<file path="config.mk">
export PLATFORM = sky130hd
export DESIGN_NAME = eth_tx_framer
export DESIGN_NICKNAME = d
export VERILOG_FILES = /design/src/rtl/eth_tx_pkg.sv /design/src/rtl/eth_tx_defer.sv /design/src/rtl/eth_tx_crc.sv /design/src/rtl/eth_tx_hdr.sv /design/src/rtl/eth_tx_framer.sv
export SDC_FILE = /design/constraint.sdc
export NUM_CORES = 1
export LEC_CHECK = 0
export ABC_AREA = 1
export BUFFER_PORTS_ARGS = -buffer_cell sky130_fd_sc_hd__buf_2
export CAP_MARGIN = 20
export CELL_PAD_IN_SITES_DETAIL_PLACEMENT = 1
export CELL_PAD_IN_SITES_GLOBAL_PLACEMENT = 1
export CORE_ASPECT_RATIO = 1.25
export CORE_MARGIN = 3
export CORE_UTILIZATION = 35
export CTS_CLUSTER_SIZE = 25
export DETAILED_ROUTE_END_ITERATION = 12
export PLACE_DENSITY = 0.77
export SLEW_MARGIN = 20
export SYNTH_ARGS = -nofsm -noshare
export SYNTH_HDL_FRONTEND = slang
export SYNTH_SLANG_ARGS = --single-unit
</file>
<file path="constraint.sdc">
create_clock -name clk -period 11.2 [get_ports clk]
set_clock_uncertainty 0.15 [all_clocks]
set_input_delay 1.12 -clock clk [delete_from_list [all_inputs] [get_ports clk]]
set_output_delay 1.12 -clock clk [all_outputs]
set_load 0.01 [all_outputs]
</file>
<file path="src/rtl/eth_tx_pkg.sv">
// Shared types, constants and the CRC step function for the transmit framer.
package eth_tx_pkg;

    typedef enum logic [2:0] {
        ST_IDLE, ST_DEFER, ST_PRE, ST_SFD, ST_HDR, ST_DATA, ST_PAD, ST_FCS
    } tx_state_t;

    localparam logic [7:0]  PREAMBLE_OCTET = 8'h55;
    localparam logic [7:0]  SFD_OCTET      = 8'hD5;
    localparam logic [15:0] TAG_TYPE       = 16'h8100;
    localparam logic [31:0] CRC_POLY_REFL  = 32'hEDB88320;
    localparam int          HDR_PLAIN      = 14;
    localparam int          HDR_TAGGED     = 18;

    // Advance a reflected CRC-32 register by one byte, least significant bit first.
    function automatic logic [31:0] crc32_step(input logic [31:0] c, input logic [7:0] d);
        logic [31:0] r;
        r = c ^ {24'h0, d};
        for (int b = 0; b < 8; b++) begin
            r = r[0] ? ((r >> 1) ^ CRC_POLY_REFL) : (r >> 1);
        end
        return r;
    endfunction

endpackage

</file>
<file path="src/rtl/eth_tx_defer.sv">
// Deferral timer: counts consecutive quiet carrier cycles while armed and
// raises go in the cycle the programmed gap is reached. A gap of 0 acts as 1.
// Assumes arm stays high until go is seen.
module eth_tx_defer #(
    parameter int GAP_W = 8
) (
    input  logic             clk,
    input  logic             rst_n,
    input  logic             arm,
    input  logic             carrier,
    input  logic [GAP_W-1:0] gap,
    output logic             go
);

    logic [GAP_W-1:0] quiet_q;
    logic [GAP_W:0]   quiet_inc;

    assign quiet_inc = {1'b0, quiet_q} + {{GAP_W{1'b0}}, 1'b1};
    assign go        = arm && !carrier && (quiet_inc >= {1'b0, gap});

    // Quiet-cycle counter; any activity or the end of waiting clears it.
    always_ff @(posedge clk) begin
        if (!rst_n) begin
            quiet_q <= '0;
        end else if (!arm || carrier || go) begin
            quiet_q <= '0;
        end else begin
            quiet_q <= quiet_inc[GAP_W-1:0];
        end
    end

endmodule

</file>
<file path="src/rtl/eth_tx_crc.sv">
// Frame check register: preset on clear, advanced by one byte on en.
// Assumes clear and en are never high together.
module eth_tx_crc
    import eth_tx_pkg::*;
(
    input  logic        clk,
    input  logic        rst_n,
    input  logic        clear,
    input  logic        en,
    input  logic [7:0]  din,
    output logic [31:0] crc_q
);

    // CRC state register.
    always_ff @(posedge clk) begin
        if (!rst_n || clear) begin
            crc_q <= '1;
        end else if (en) begin
            crc_q <= crc32_step(crc_q, din);
        end
    end

endmodule

</file>
<file path="src/rtl/eth_tx_hdr.sv">
// Header byte selector: maps a header index to the byte sent at that
// position, for both the plain and the tagged layout, and flags the last one.
// Assumes idx stays below the header length of the selected layout.
module eth_tx_hdr
    import eth_tx_pkg::*;
#(
    parameter int IDX_W = 5
) (
    input  logic [47:0]      dst,
    input  logic [47:0]      src,
    input  logic [15:0]      len_type,
    input  logic             tag_en,
    input  logic [15:0]      tag_ctl,
    input  logic [IDX_W-1:0] idx,
    output logic [7:0]       hdr_byte,
    output logic             hdr_last
);

    logic [HDR_TAGGED*8-1:0] hvec;
    logic [7:0]              hb [HDR_TAGGED];

    assign hvec = tag_en ? {dst, src, TAG_TYPE, tag_ctl, len_type}
                         : {dst, src, len_type, 32'h0};

    // Slice the header vector into bytes, first-sent byte at index 0.
    for (genvar g = 0; g < HDR_TAGGED; g++) begin : g_slice
        assign hb[g] = hvec[(HDR_TAGGED-1-g)*8 +: 8];
    end

    // Select the byte for the current position.
    always_comb begin
        hdr_byte = 8'h00;
        for (int k = 0; k < HDR_TAGGED; k++) begin
            if (idx == IDX_W'(k)) hdr_byte = hb[k];
        end
    end

    assign hdr_last = (idx == (tag_en ? IDX_W'(HDR_TAGGED-1) : IDX_W'(HDR_PLAIN-1)));

endmodule

</file>
<file path="src/rtl/eth_tx_framer.sv">
// Transmit framer top: latches the header on start, defers for the gap,
// then sends preamble, delimiter, header, payload, zero pad and FCS, one
// registered byte per cycle. Assumes the payload holds at least one byte.
module eth_tx_framer
    import eth_tx_pkg::*;
#(
    parameter int GAP_W    = 8,
    parameter int MIN_BODY = 60,
    parameter int PRE_LEN  = 7,
    parameter int FCS_LEN  = 4
) (
    input  logic             clk,
    input  logic             rst_n,
    input  logic             start,
    input  logic [47:0]      dst_addr,
    input  logic [47:0]      src_addr,
    input  logic [15:0]      len_type,
    input  logic             tag_en,
    input  logic [15:0]      tag_ctl,
    input  logic [GAP_W-1:0] ifg_gap,
    input  logic             carrier,
    input  logic [7:0]       pl_data,
    input  logic             pl_valid,
    input  logic             pl_last,
    output logic             pl_ready,
    output logic [7:0]       tx_data,
    output logic             tx_valid,
    output logic             busy
);

    localparam int CNT_W = $clog2(MIN_BODY + 1);
    localparam int IDX_W = $clog2(HDR_TAGGED);

    tx_state_t        state_q;
    logic [IDX_W-1:0] idx_q;
    logic [CNT_W-1:0] body_q, body_next;
    logic             body_full_next;
    logic [47:0]      dst_q, src_q;
    logic [15:0]      lt_q, tagc_q;
    logic             tag_q;
    logic [GAP_W-1:0] gap_q;
    logic             accept, go, hdr_last, emit, body_en;
    logic [7:0]       hdr_byte, out_byte;
    logic [31:0]      crc_q;

    assign busy     = (state_q != ST_IDLE) || tx_valid;
    assign accept   = start && !busy;
    assign pl_ready = (state_q == ST_DATA);

    assign body_next      = (body_q >= CNT_W'(MIN_BODY)) ? body_q : body_q + CNT_W'(1);
    assign body_full_next = (body_next >= CNT_W'(MIN_BODY));

    eth_tx_defer #(.GAP_W(GAP_W)) u_defer (
        .clk(clk), .rst_n(rst_n), .arm(state_q == ST_DEFER),
        .carrier(carrier), .gap(gap_q), .go(go)
    );

    eth_tx_hdr #(.IDX_W(IDX_W)) u_hdr (
        .dst(dst_q), .src(src_q), .len_type(lt_q), .tag_en(tag_q),
        .tag_ctl(tagc_q), .idx(idx_q), .hdr_byte(hdr_byte), .hdr_last(hdr_last)
    );

    eth_tx_crc u_crc (
        .clk(clk), .rst_n(rst_n), .clear(accept), .en(body_en),
        .din(out_byte), .crc_q(crc_q)
    );

    // Choose the byte for this cycle and whether it enters the CRC.
    always_comb begin
        emit     = 1'b0;
        body_en  = 1'b0;
        out_byte = 8'h00;
        case (state_q)
            ST_PRE:  begin emit = 1'b1; out_byte = PREAMBLE_OCTET; end
            ST_SFD:  begin emit = 1'b1; out_byte = SFD_OCTET; end
            ST_HDR:  begin emit = 1'b1; body_en = 1'b1; out_byte = hdr_byte; end
            ST_DATA: begin emit = pl_valid; body_en = pl_valid; out_byte = pl_data; end
            ST_PAD:  begin emit = 1'b1; body_en = 1'b1; out_byte = 8'h00; end
            ST_FCS:  begin emit = 1'b1; out_byte = ~crc_q[{idx_q[1:0], 3'b000} +: 8]; end
            default: ;
        endcase
    end

    // Frame sequencer with header latch and byte/position counters.
    always_ff @(posedge clk) begin
        if (!rst_n) begin
            state_q <= ST_IDLE;
            idx_q   <= '0;
            body_q  <= '0;
            dst_q   <= '0;
            src_q   <= '0;
            lt_q    <= '0;
            tagc_q  <= '0;
            tag_q   <= 1'b0;
            gap_q   <= '0;
        end else begin
            case (state_q)
                ST_IDLE: if (accept) begin
                    dst_q   <= dst_addr;
                    src_q   <= src_addr;
                    lt_q    <= len_type;
                    tag_q   <= tag_en;
                    tagc_q  <= tag_ctl;
                    gap_q   <= ifg_gap;
                    state_q <= ST_DEFER;
                end
                ST_DEFER: if (go) begin
                    idx_q   <= '0;
                    state_q <= ST_PRE;
                end
                ST_PRE: begin
                    idx_q <= idx_q + IDX_W'(1);
                    if (idx_q == IDX_W'(PRE_LEN - 1)) state_q <= ST_SFD;
                end
                ST_SFD: begin
                    idx_q   <= '0;
                    body_q  <= '0;
                    state_q <= ST_HDR;
                end
                ST_HDR: begin
                    idx_q  <= idx_q + IDX_W'(1);
                    body_q <= body_next;
                    if (hdr_last) state_q <= ST_DATA;
                end
                ST_DATA: if (pl_valid) begin
                    body_q <= body_next;
                    if (pl_last) begin
                        idx_q   <= '0;
                        state_q <= body_full_next ? ST_FCS : ST_PAD;
                    end
                end
                ST_PAD: begin
                    body_q <= body_next;
                    if (body_full_next) begin
                        idx_q   <= '0;
                        state_q <= ST_FCS;
                    end
                end
                ST_FCS: begin
                    idx_q <= idx_q + IDX_W'(1);
                    if (idx_q == IDX_W'(FCS_LEN - 1)) state_q <= ST_IDLE;
                end
                default: state_q <= ST_IDLE;
            endcase
        end
    end

    // Registered byte output.
    always_ff @(posedge clk) begin
        if (!rst_n) begin
            tx_valid <= 1'b0;
            tx_data  <= 8'h00;
        end else begin
            tx_valid <= emit;
            tx_data  <= out_byte;
        end
    end

endmodule

</file>
Word level (Yosys, flattened, before mapping). Index checks and enable logic that the tools add are counted. Widths: inputs -> output; s select.

Output and inout bits: 11. Register bits: 200. Memories kept: 0. Latch bits: 0. RAM bits: 0. Bits in read-only memories: 0.

$mul: 0. $lt $le $gt $ge: 3. Div/mod/pow operators: 0. Add/sub/neg operators: 3. Shift operators: 1. Multiplexer cells: 49. Bitwise logic cells: 11. Equality and inequality tests: 33. Reductions and logical operators: 24.

Operators by type and width (number): $mux 32 (8); $mux 8 (18); $not 13->14 (8); $mux 48 (1); $eq 5x4->1 const B (8); $pmux 8 s5 (1); $shiftx 32x6->8 (1); $xor 32x8->32 (1); $mux 5 (5); $pmux 5 s5 (1); $mux 3 (8); $pmux 3 s8 (1); $eq 5x3->1 const B (4); $pmux 6 s3 (1); $ne 2x2->1 const B (7); $eq 3x3->1 const B (4); $ge 6x6->1 const B (2); $mux 6 (2); $eq 5x2->1 const B (2); $eq 5x5->1 const B (2); $add 8x1->9 const B (1); $ge 9x8->1 (1); $not 8->8 (1); $reduce_and 8->1 (1); other kinds (22) (35).

Logic depth before layout (Yosys ltp). Gate-level depths: netlist of the first run.

Depth after elaboration: 37. Mapped depth: 41. Mapped depth without buffers: 39.

Hierarchy. From an unflattened synthesis of the first run, not the netlist that was laid out.

Cells, all modules: 1648. Area, all modules: 11398.4 µm².

By module, submodules not included: eth_tx_framer (cells each 851, area an instance 7029.2 µm², times used 1, seq. area each 3203.1 µm²); eth_tx_crc (cells each 403, area an instance 2406.1 µm², times used 1, seq. area each 640.6 µm²); eth_tx_hdr (cells each 310, area an instance 1380.1 µm², times used 1, seq. area each 0.0 µm²); eth_tx_defer (cells each 84, area an instance 583.1 µm², times used 1, seq. area each 160.2 µm²).

Worst setup path after synthesis of the first run. Ideal clock, no wire load.

Path kind: register to register. Start point: register idx_q[0]. End point: register u_crc.crc_q[17]. Path slack: 7472 ps. Cell stages (with the launch flop): 37. Arrival time: 3463 ps. Period minus slack after synthesis: 3728 ps. Path buffers: 4. Path through: dfxtp_1 clkbuf_1 clkinv_1 clkbuf_1 ha_1 inv_1 nor2_1 nand2_1 buf_6 nand3_1 nand3_1 nand3_1 nor2_1 o21bai_1 o21ai_1 nand2_1 nand2_1 nand2_1 nand2_1 nand2_1 nand2_1 nand2_1 nand2_1 nand2_1 nand2_1 nand2_1 nand2_1 nand2_2 nand2_2 nand2_1 nand2_2 buf_6 xor2_2 xor2_1 nand3_1 nand3_1 nand2_1.

Longest elaborated chain between the ends: 33.

RTL lines: from (decl) (line eth_tx_framer.sv:35) `logic [IDX_W-1:0] idx_q;`; from (signal assigned) (line eth_tx_framer.sv:112) `idx_q <= idx_q + IDX_W'(1);`; from (signal assigned) (line eth_tx_framer.sv:121) `idx_q <= idx_q + IDX_W'(1);`; from (signal assigned) (line eth_tx_framer.sv:140) `idx_q <= idx_q + IDX_W'(1);`; $logic_not 5->1 (line eth_tx_hdr.sv:34) `if (idx == IDX_W'(k)) hdr_byte = hb[k];`; $mux 8 (18 in a row) (line eth_tx_hdr.sv:34); $pmux 8 s5 * (line eth_tx_framer.sv:73) `case (state_q)`; $xor 32x8->32 * (line eth_tx_pkg.sv:18) `r = c ^ {24'h0, d};`; $mux 32 * (line eth_tx_pkg.sv:20) `r = r[0] ? ((r >> 1) ^ CRC_POLY_REFL) : (r >> 1);`; $not 13->14 (no line); $mux 32 * (2 in a row) (line eth_tx_pkg.sv:20); $not 13->14 (no line); $mux 32 * (line eth_tx_pkg.sv:20); $not 13->14 (no line); $mux 32 * (line eth_tx_pkg.sv:20); $not 13->14 (no line); $mux 32 * (3 in a row) (line eth_tx_pkg.sv:20); to (signal assigned) (line eth_tx_crc.sv:19) `crc_q <= crc32_step(crc_q, din);`; to (decl) (line eth_tx_crc.sv:11) `output logic [31:0] crc_q`.

Every way passes the cells marked *; elsewhere a longest branch is shown, timed or not. A chain may end at the register's enable or synchronous reset.

Final worst setup path of the first run.
Start point: register idx_q[0]. End point: register u_crc.crc_q[19].

Longest elaborated chain between the ends: 34.

RTL lines (line): $logic_not 5->1 (eth_tx_hdr.sv:34); $mux 8 (18 in a row) (eth_tx_hdr.sv:34); $pmux 8 s5 * (eth_tx_framer.sv:73); $xor 32x8->32 * (eth_tx_pkg.sv:18); $mux 32 * (2 in a row) (eth_tx_pkg.sv:20); $not 13->14 (no line); $mux 32 * (eth_tx_pkg.sv:20); $not 13->14 (no line); $mux 32 * (2 in a row) (eth_tx_pkg.sv:20); $not 13->14 (no line); $mux 32 * (eth_tx_pkg.sv:20); $not 13->14 (no line); $mux 32 * (eth_tx_pkg.sv:20); $not 13->14 (no line); $mux 32 * (eth_tx_pkg.sv:20).

Marked as above.

==> qor_table.md, run 1 <==
| Item | This run | Unit |
|:---|:---|:---|
| Worst setup path startpoint | idx_q[0] | - |
| Post-Syn Instances | 1693 | - |
| Synth Area in Adders | 0.02170 | - |
| Clock tree from TritonCTS | yes | - |
| Static leakage power | 5.805 | nW |
| Synth-to-Final Area Change | 15.09 | % |
| Max capacitance violation total | 0 | - |
| Most common library cell in the layout ignoring fill and taps | sky130_fd_sc_hd__nand2_1 | - |
| Maximum clock path buffer count | 2 | - |
| Number of buffer and inverter stages on the critical path | 2 | - |
| Slowest cell delay on critical path | 0.72 | ns |
| Most common cell on crit path | sky130_fd_sc_hd__nand2_1 | - |
| Yosys warning total | 0 | - |
| Total track usage | 0.2158 | - |
| Power density normalized to cell area | 222.3 | mW/mm² |
| Width of the die | 164.2 | µm |
| Worst IR drop on VDD | 95.60 | µV |
| Portion of netlist area occupied by mux cells | 0 | - |
| RSZ-0062 raised after global routing | no | - |
| Complex-gate fraction of the synthesized area | 0.1744 | - |
| Max stage delay cell, worst path | sky130_fd_sc_hd__dfxtp_1 | - |
| Top-level I/O count | 162 | - |
| Aggregate routed wire length | 36.09 | mm |
| Mean area per synthesized cell | 6.470 | µm² |
| Final Cycle Share | 0.4939 | - |
| Routed len/inst | 16.26 | µm |
| Hold buffers post-CTS | 0 | - |
| Top achievable clock speed | 0.1808 | GHz |
| Worst endpoint required time | 11.38 | ns |
| # clock sinks | 200 | - |
| Final total negative setup slack | 0 | ns |
| Stages on the worst setup path | 32 | - |
| Initial Util | 0.3595 | - |
| Worst R2R Start | idx_q[0] | - |
| H-tree level count | 4 | - |
| Logic depth of the worst register-to-register path | 32 | - |
| Number of diodes added for antenna fixing | 0 | - |
| Die Ht | 203.8 | µm |
| Core Area | 0.03047 | mm² |
| WL met3 | 1.428 | mm |
| Final antenna-violating net count | 0 | - |
| Cell family contributing the most delay on the critical path | simple AND/OR/NAND/NOR gates | - |
| Detailed-route vias per instance | 5.014 | - |
| Clock transition at path regs | 0.08 | ns |
| Total setup buffers inserted after CTS | 0 | - |
| Critical Path Sink | u_crc.crc_q[19] | - |
| Arrival @ worst endpoint | 5.71 | ns |
| Final setup viols | 0 | - |
| Post-layout power | 2.802 | mW |
| Setup crit end kind | register | - |
| Critical path startpoint category | register | - |
| Master cell of the clock root buffer | sky130_fd_sc_hd__clkbuf_16 | - |
| GRT overflow | 0 | - |
| Top Layer Used | met4 | - |
| Final nets | 1976 | - |
| Setup slack, reg-to-reg | 5.67 | ns |
| Post-synthesis xor/xnor area fraction | 0.02285 | - |
| Detailed-route wire length on metal 1 | 15.30 | mm |
| Critical path class | register to register | - |
| Routability congestion estimate | 0.9140 | - |
| Actual transition at the worst max-transition pin | 1.072 | ns |
| Largest net degree at the start of global routing | 108 | - |
| Source-to-sink clock delay at the later pin of the worst-skew pair | 0.45 | ns |
| End of the worst register-to-register path | u_crc.crc_q[19] | - |
| Initial antenna violation count | 0 | - |
| Num rows | 71 | - |
| Crit path setup slack, layout | 5.669 | ns |
| Combinational family with the most area after synthesis | simple AND/OR/NAND/NOR gates | - |
| DRC violation count after routing | 0 | - |
| Count of unique library cells instantiated by Yosys | 47 | - |
| Pre-CTS setup slack | 5.640 | ns |
| Type of the tightest min-delay check | register to register | - |
| Length of the first detailed-routing pass in iterations | 4 | - |
| Highest-count cells in the layout ignoring fill and taps | sky130_fd_sc_hd__nand2_1, sky130_fd_sc_hd__nor2_1, sky130_fd_sc_hd__o21ai_0, sky130_fd_sc_hd__dfxtp_1, sky130_fd_sc_hd__inv_1 | - |
| Wire length of the first global-routing pass | 57.38 | mm |
| Fraction of the core area covered by cells at the end of the flow | 0.4137 | - |
| Post-synthesis share of cell area spent on and, or, nand and nor gates | 0.3219 | - |
| PostCTS Resize Cnt | 0 | - |
| Share of post-route cells with drive strength above 1 | 0.1495 | - |
| Hold violation total from the final report | 0 | - |
| Layout Cell Area excl Fill | 0.01261 | mm² |
| Count of vias placed by the detailed router | 11131 | - |
| Number of buffers created by CTS | 17 | - |
| Area of placed instances | 0.01200 | mm² |
| DRC violation total after the first TritonRoute iteration | 506 | - |
| Netlist area before placement | 0.01095 | mm² |
| Final max-slew violation count | 0 | - |
| Min Clock Period, post-route | 5.531 | ns |
| Part of the Yosys area used for sequential elements | 0.3655 | - |
| Half-perimeter wire length of the detailed placement result | 28.05 | mm |
| Number of buffers added on ports | 161 | - |
| Number of global-route vias before repair | 11382 | - |
| Met2 wire length | 18.51 | mm |
| Biggest fanout along the worst timing path | 20 | - |
| Tightest slew margin relative to the limit | 0.2856 | - |
| Synth Net Count | 1863 | - |
| Synth Register Bits | 200 | - |
| Run status | finished, final reports clean | - |
| Die ar. | 0.03347 | mm² |
routing by layer:
layer,up-vias,track usage
met1,5204,0.2542
li1,5646,-
met4,0,0.06528
met2,231,0.3986
met3,50,0.03251
met5,-,0
synth_stat cells, drive strengths merged:
master,n,area share
inv,182,0.062
o221ai,1,0.00080
clkbuf,60,0.021
o41ai,1,0.00080
and3,1,0.00057
clkinv,5,0.0017
o21bai,3,0.0021
nor3,11,0.0050
o22ai,1,0.00057
nor4,1,0.00057
nand3b,2,0.0014
a211oi,1,0.00069
xnor2,4,0.0032
o21ai,227,0.10
a32o,3,0.0027
xor2,22,0.020
and2,1,0.00057
nor3b,1,0.00069
a221o,1,0.00091
buf,13,0.0089
or2,13,0.0074
a31oi,1,0.00057
nand4,4,0.0023
ha,19,0.022
nand2,393,0.15
a21oi,103,0.047
a2111oi,2,0.0016
o211ai,17,0.013
nor2,284,0.10
dfxtp,200,0.37
nand3,116,0.055
worst min path at each step:
stage	start	endpoint	slack, ns	cells past startpoint
floorplan	tagc_q[14]	tagc_q[14]	0.27	2
global placement	src_q[3]	src_q[3]	0.29	2
detailed placement	src_q[4]	src_q[4]	0.30	2
CTS	src_q[4]	src_q[4]	0.31	2
global route	src_q[5]	src_q[5]	0.33	2
finish	src_q[4]	src_q[4]	0.30	2
power breakdown:
group          internal [mW]  total (mW)  switching [mW]
Sequential             0.882       0.999           0.116
Combinational          0.364        1.15           0.791
Clock                  0.340       0.649           0.309
worst register-to-register path: cells and delay by family (launching register included):
family / cells / cell delay, ns
compound gates: 3 / 0.55
buf+inv: 2 / 0.73
fa+ha+maj: 1 / 0.44
simple gates: 26 / 2.84
flops: 1 / 0.72
metrics by stage:
step | std cells | hold WS [ns]
5_1_grt | 2220 | 0.3320
3_5_place_dp | 2188 | 0.2963
6_report | 2220 | 0.3014
4_1_cts | 2220 | 0.3071
3_3_place_gp | 2188 | 0.2882
2_1_floorplan | 1693 | 0.2745
cell type report:
type / instances / area, µm²
Fill cell: 4099 / 17860
Multi-Input combinational cell: 1233 / 5937
Sequential cell: 200 / 4004
Timing Repair Buffer: 167 / 853.3
Inverter: 187 / 701.9
Tap cell: 401 / 501.7
Clock buffer: 17 / 425.4
Clock inverter: 15 / 182.7
logic make-up (layout without fill, tap and decap cells):
group / Yosys count / after routing
AND/OR/NAND/NOR: 827 / 827
AO/OA/AOI/OAI: 361 / 361
buffers and inverters: 260 / 386
flip-flops: 200 / 200
XOR/XNOR: 26 / 26
adder cells (fa/ha/maj): 19 / 19
sequential cells by signal, summed over array words and instances, names as in the netlist:
register,count
state_q,3
tag_q,1
u_defer.quiet_q,8
body_q,6
dst_q,48
tagc_q,16
lt_q,16
gap_q,8
idx_q,5
u_crc.crc_q,32
src_q,48
tx_valid,1
tx_data,8
(Power assumes the default switching activity.)
==> inputs of run 2 (changes only) <==
==> constraint.sdc (replaced) <==
create_clock -name clk -period 5.1 [get_ports clk]
set_clock_uncertainty 0.15 [all_clocks]
set_input_delay 0.51 -clock clk [delete_from_list [all_inputs] [get_ports clk]]
set_output_delay 0.51 -clock clk [all_outputs]
set_load 0.01 [all_outputs]
==> qor_table.md, run 2 (synthesis gave the netlist of run 1 again) <==
| Item | This run | Unit | Change |
|:---|:---|:---|:---|
| Met3 demand-to-capacity share in global routing | 0.03393 | - | +0.001422 |
| Die Ht | 203.8 | µm | unchanged |
| Most common cell on crit path | sky130_fd_sc_hd__nand2_1 | - |  |
| DRC violation count after routing | 0 | - | unchanged |
| Biggest registers after layout | dst_q x48, src_q x48, u_crc.crc_q x32 | - |  |
| Total track usage | 0.2170 | - | +0.001225 |
| Number of global-route vias before repair | 11464 | - | +0.72% |
| Worst endpoint required time | 5.27 | ns | -6.11 ns |
| Critical path startpoint category | register | - |  |
| Share of post-route cells with drive strength above 1 | 0.1529 | - | +0.003344 |
| Highest-count cells in the layout ignoring fill and taps | sky130_fd_sc_hd__nand2_1, sky130_fd_sc_hd__nor2_1, sky130_fd_sc_hd__o21ai_0, sky130_fd_sc_hd__dfxtp_1, sky130_fd_sc_hd__inv_1 | - |  |
| Aggregate routed wire length | 36.42 | mm | +0.91% |
| Hold violation total from the final report | 0 | - | unchanged |
| Top-level I/O count | 162 | - | unchanged |
| Min Clock Period, post-route | 4.557 | ns | -0.9747 ns |
| Area of placed instances | 0.01204 | mm² | +0.38% |
| Crit path setup slack, layout | 0.5435 | ns | -5.125 ns |
| Post-layout power | 6.155 | mW | +120% |
| Maximum clock path buffer count | 2 | - | unchanged |
| Number of diodes added for antenna fixing | 0 | - | unchanged |
| Static leakage power | 5.829 | nW | +0.42% |
| Die ar. | 0.03347 | mm² | unchanged |
| Core Area | 0.03047 | mm² | unchanged |
| H-tree level count | 4 | - | unchanged |
| Met1 GRT Util | 0.2536 | - | -0.0006629 |
| Type of the tightest min-delay check | input port to register | - |  |
| Arrival @ worst endpoint | 4.73 | ns | -0.98 ns |
| Clock tree from TritonCTS | yes | - |  |
| Slowest cell delay on critical path | 0.53 | ns | -0.19 ns |
| Final Cycle Share | 0.8934 | - | +0.3996 |
| Routed len/inst | 16.36 | µm | +0.64% |
| Final max-slew violation count | 0 | - | unchanged |
| Actual transition at the worst max-transition pin | 0.8393 | ns | -0.2322 ns |
| Clock transition at path regs | 0.08 | ns | about the same |
| RSZ-0062 raised after global routing | no | - |  |
| Initial antenna violation count | 0 | - | unchanged |
| Worst IR drop on VDD | 182.0 | µV | +90% |
| Total setup buffers inserted after CTS | 0 | - | unchanged |
| Power density normalized to cell area | 486.2 | mW/mm² | +120% |
| Worst hold stages | 3 | - | +1 |
| GRT overflow | 0 | - | unchanged |
| Count of vias placed by the detailed router | 11174 | - | +0.39% |
| DRC violation total after the first TritonRoute iteration | 553 | - | +9.3% |
| Final setup viols | 0 | - | unchanged |
| Tightest slew margin relative to the limit | 0.4398 | - | +0.1542 |
| Max capacitance violation total | 0 | - | unchanged |
| Hold buffers post-CTS | 0 | - | unchanged |
| Width of the die | 164.2 | µm | unchanged |
| Final total negative setup slack | 0 | ns | unchanged |
| Largest net degree at the start of global routing | 109 | - | +0.93% |
| Num rows | 71 | - | unchanged |
| Pre-CTS setup slack | 0.2272 | ns | -5.413 ns |
| Number of buffers created by CTS | 17 | - | unchanged |
| Final antenna-violating net count | 0 | - | unchanged |
| Routability congestion estimate | 0.9122 | - | -0.20% |
| Synth-to-Final Area Change | 15.58 | % |  |
| Number of buffers added on ports | 161 | - | unchanged |
| Met2 Resource Use GR | 0.3980 | - | -0.0005910 |
| Critical path class | register to register | - |  |
| Master cell of the clock root buffer | sky130_fd_sc_hd__clkbuf_16 | - |  |
| Max stage delay cell, worst path | sky130_fd_sc_hd__dfxtp_2 | - |  |
| Most common library cell in the layout ignoring fill and taps | sky130_fd_sc_hd__nand2_1 | - |  |
| Final nets | 1983 | - | +0.35% |
| Wire length of the first global-routing pass | 57.57 | mm | +0.34% |
| Top achievable clock speed | 0.2195 | GHz | +21% |
| Post-Layout Cell Count | 2226 | - | +0.27% |
| Half-perimeter wire length of the detailed placement result | 28.20 | mm | +0.54% |
| Source-to-sink clock delay at the later pin of the worst-skew pair | 0.45 | ns | about the same |
| Logic depth of the worst register-to-register path | 32 | - | unchanged |
| Biggest fanout along the worst timing path | 20 | - | unchanged |
| # clock sinks | 200 | - | unchanged |
| Number of placed cells counting well taps | 2194 | - | +0.27% |
| Run status | finished, final reports clean | - |  |
| PostCTS Resize Cnt | 0 | - | unchanged |
| Most used routing layer | met2 | - |  |
| Initial Util | 0.3595 | - | unchanged |
| Setup crit end kind | register | - |  |
| Detailed-route vias per instance | 5.020 | - | +0.12% |
| Length of the first detailed-routing pass in iterations | 5 | - | +1 |
| Layout Cell Area excl Fill | 0.01266 | mm² | +0.43% |
run 2: cell count changes in the layout (fill, tap and decap cells not counted), moves of 2 or more:
cell,before,now
sky130_fd_sc_hd__clkbuf_1,0,2
sky130_fd_sc_hd__dfxtp_2,0,2
sky130_fd_sc_hd__dfxtp_1,200,198
sky130_fd_sc_hd__buf_4,7,13
sky130_fd_sc_hd__inv_8,4,2
run 2: where the power goes:
part / internal, mW / switching (mW)
Combinational: 0.819 / 1.73
Sequential: 1.94 / 0.266
Clock: 0.747 / 0.650
Total: 3.51 / 2.65
run 2: routing by layer:
layer  up-vias  routed length [µm]  share of wire
met5         -                   0              0
met4         0                1030          0.028
met3        51                1423          0.039
met2       243               18550           0.51
met1      5231               15410           0.42
li1       5649                   -              -
run 2: per-stage QoR:
stage	hold slack [ns]	utilization
2_1_floorplan	0.2745	-
3_3_place_gp	0.2904	0.3952
3_5_place_dp	0.2937	0.3952
4_1_cts	0.1459	0.4144
5_1_grt	0.1732	0.4155
6_report	0.1651	0.4155
run 2: layout make-up:
| type | instances | area [µm²] |
|---|---|---|
| fillers | 4077 | 17810 |
| multi-input cells | 1233 | 5939 |
| flip-flops and latches | 200 | 4006 |
| repair buffers | 174 | 925.9 |
| inverters | 187 | 701.9 |
| well taps | 401 | 501.7 |
| clock buffers | 20 | 446.7 |
| clock inverters | 11 | 137.6 |
run 2: final timing paths:
check / from / slack, ns / end
setup / recovery: idx_q[0] / 0.54 / u_crc.crc_q[26]
hold / removal: src_addr[29] / 0.17 / src_q[29]
setup reg to reg: idx_q[0] / 0.54 / u_crc.crc_q[26]
hold reg to reg: src_q[0] / 0.30 / src_q[0]
run 2: worst max-delay path: cells and delay by family (launching register included):
kind / cells / cell delay (ns)
simple gates: 25 / 2.66
buf+inv: 3 / 0.54
fa+ha+maj: 1 / 0.23
flops: 1 / 0.53
compound gates: 3 / 0.31
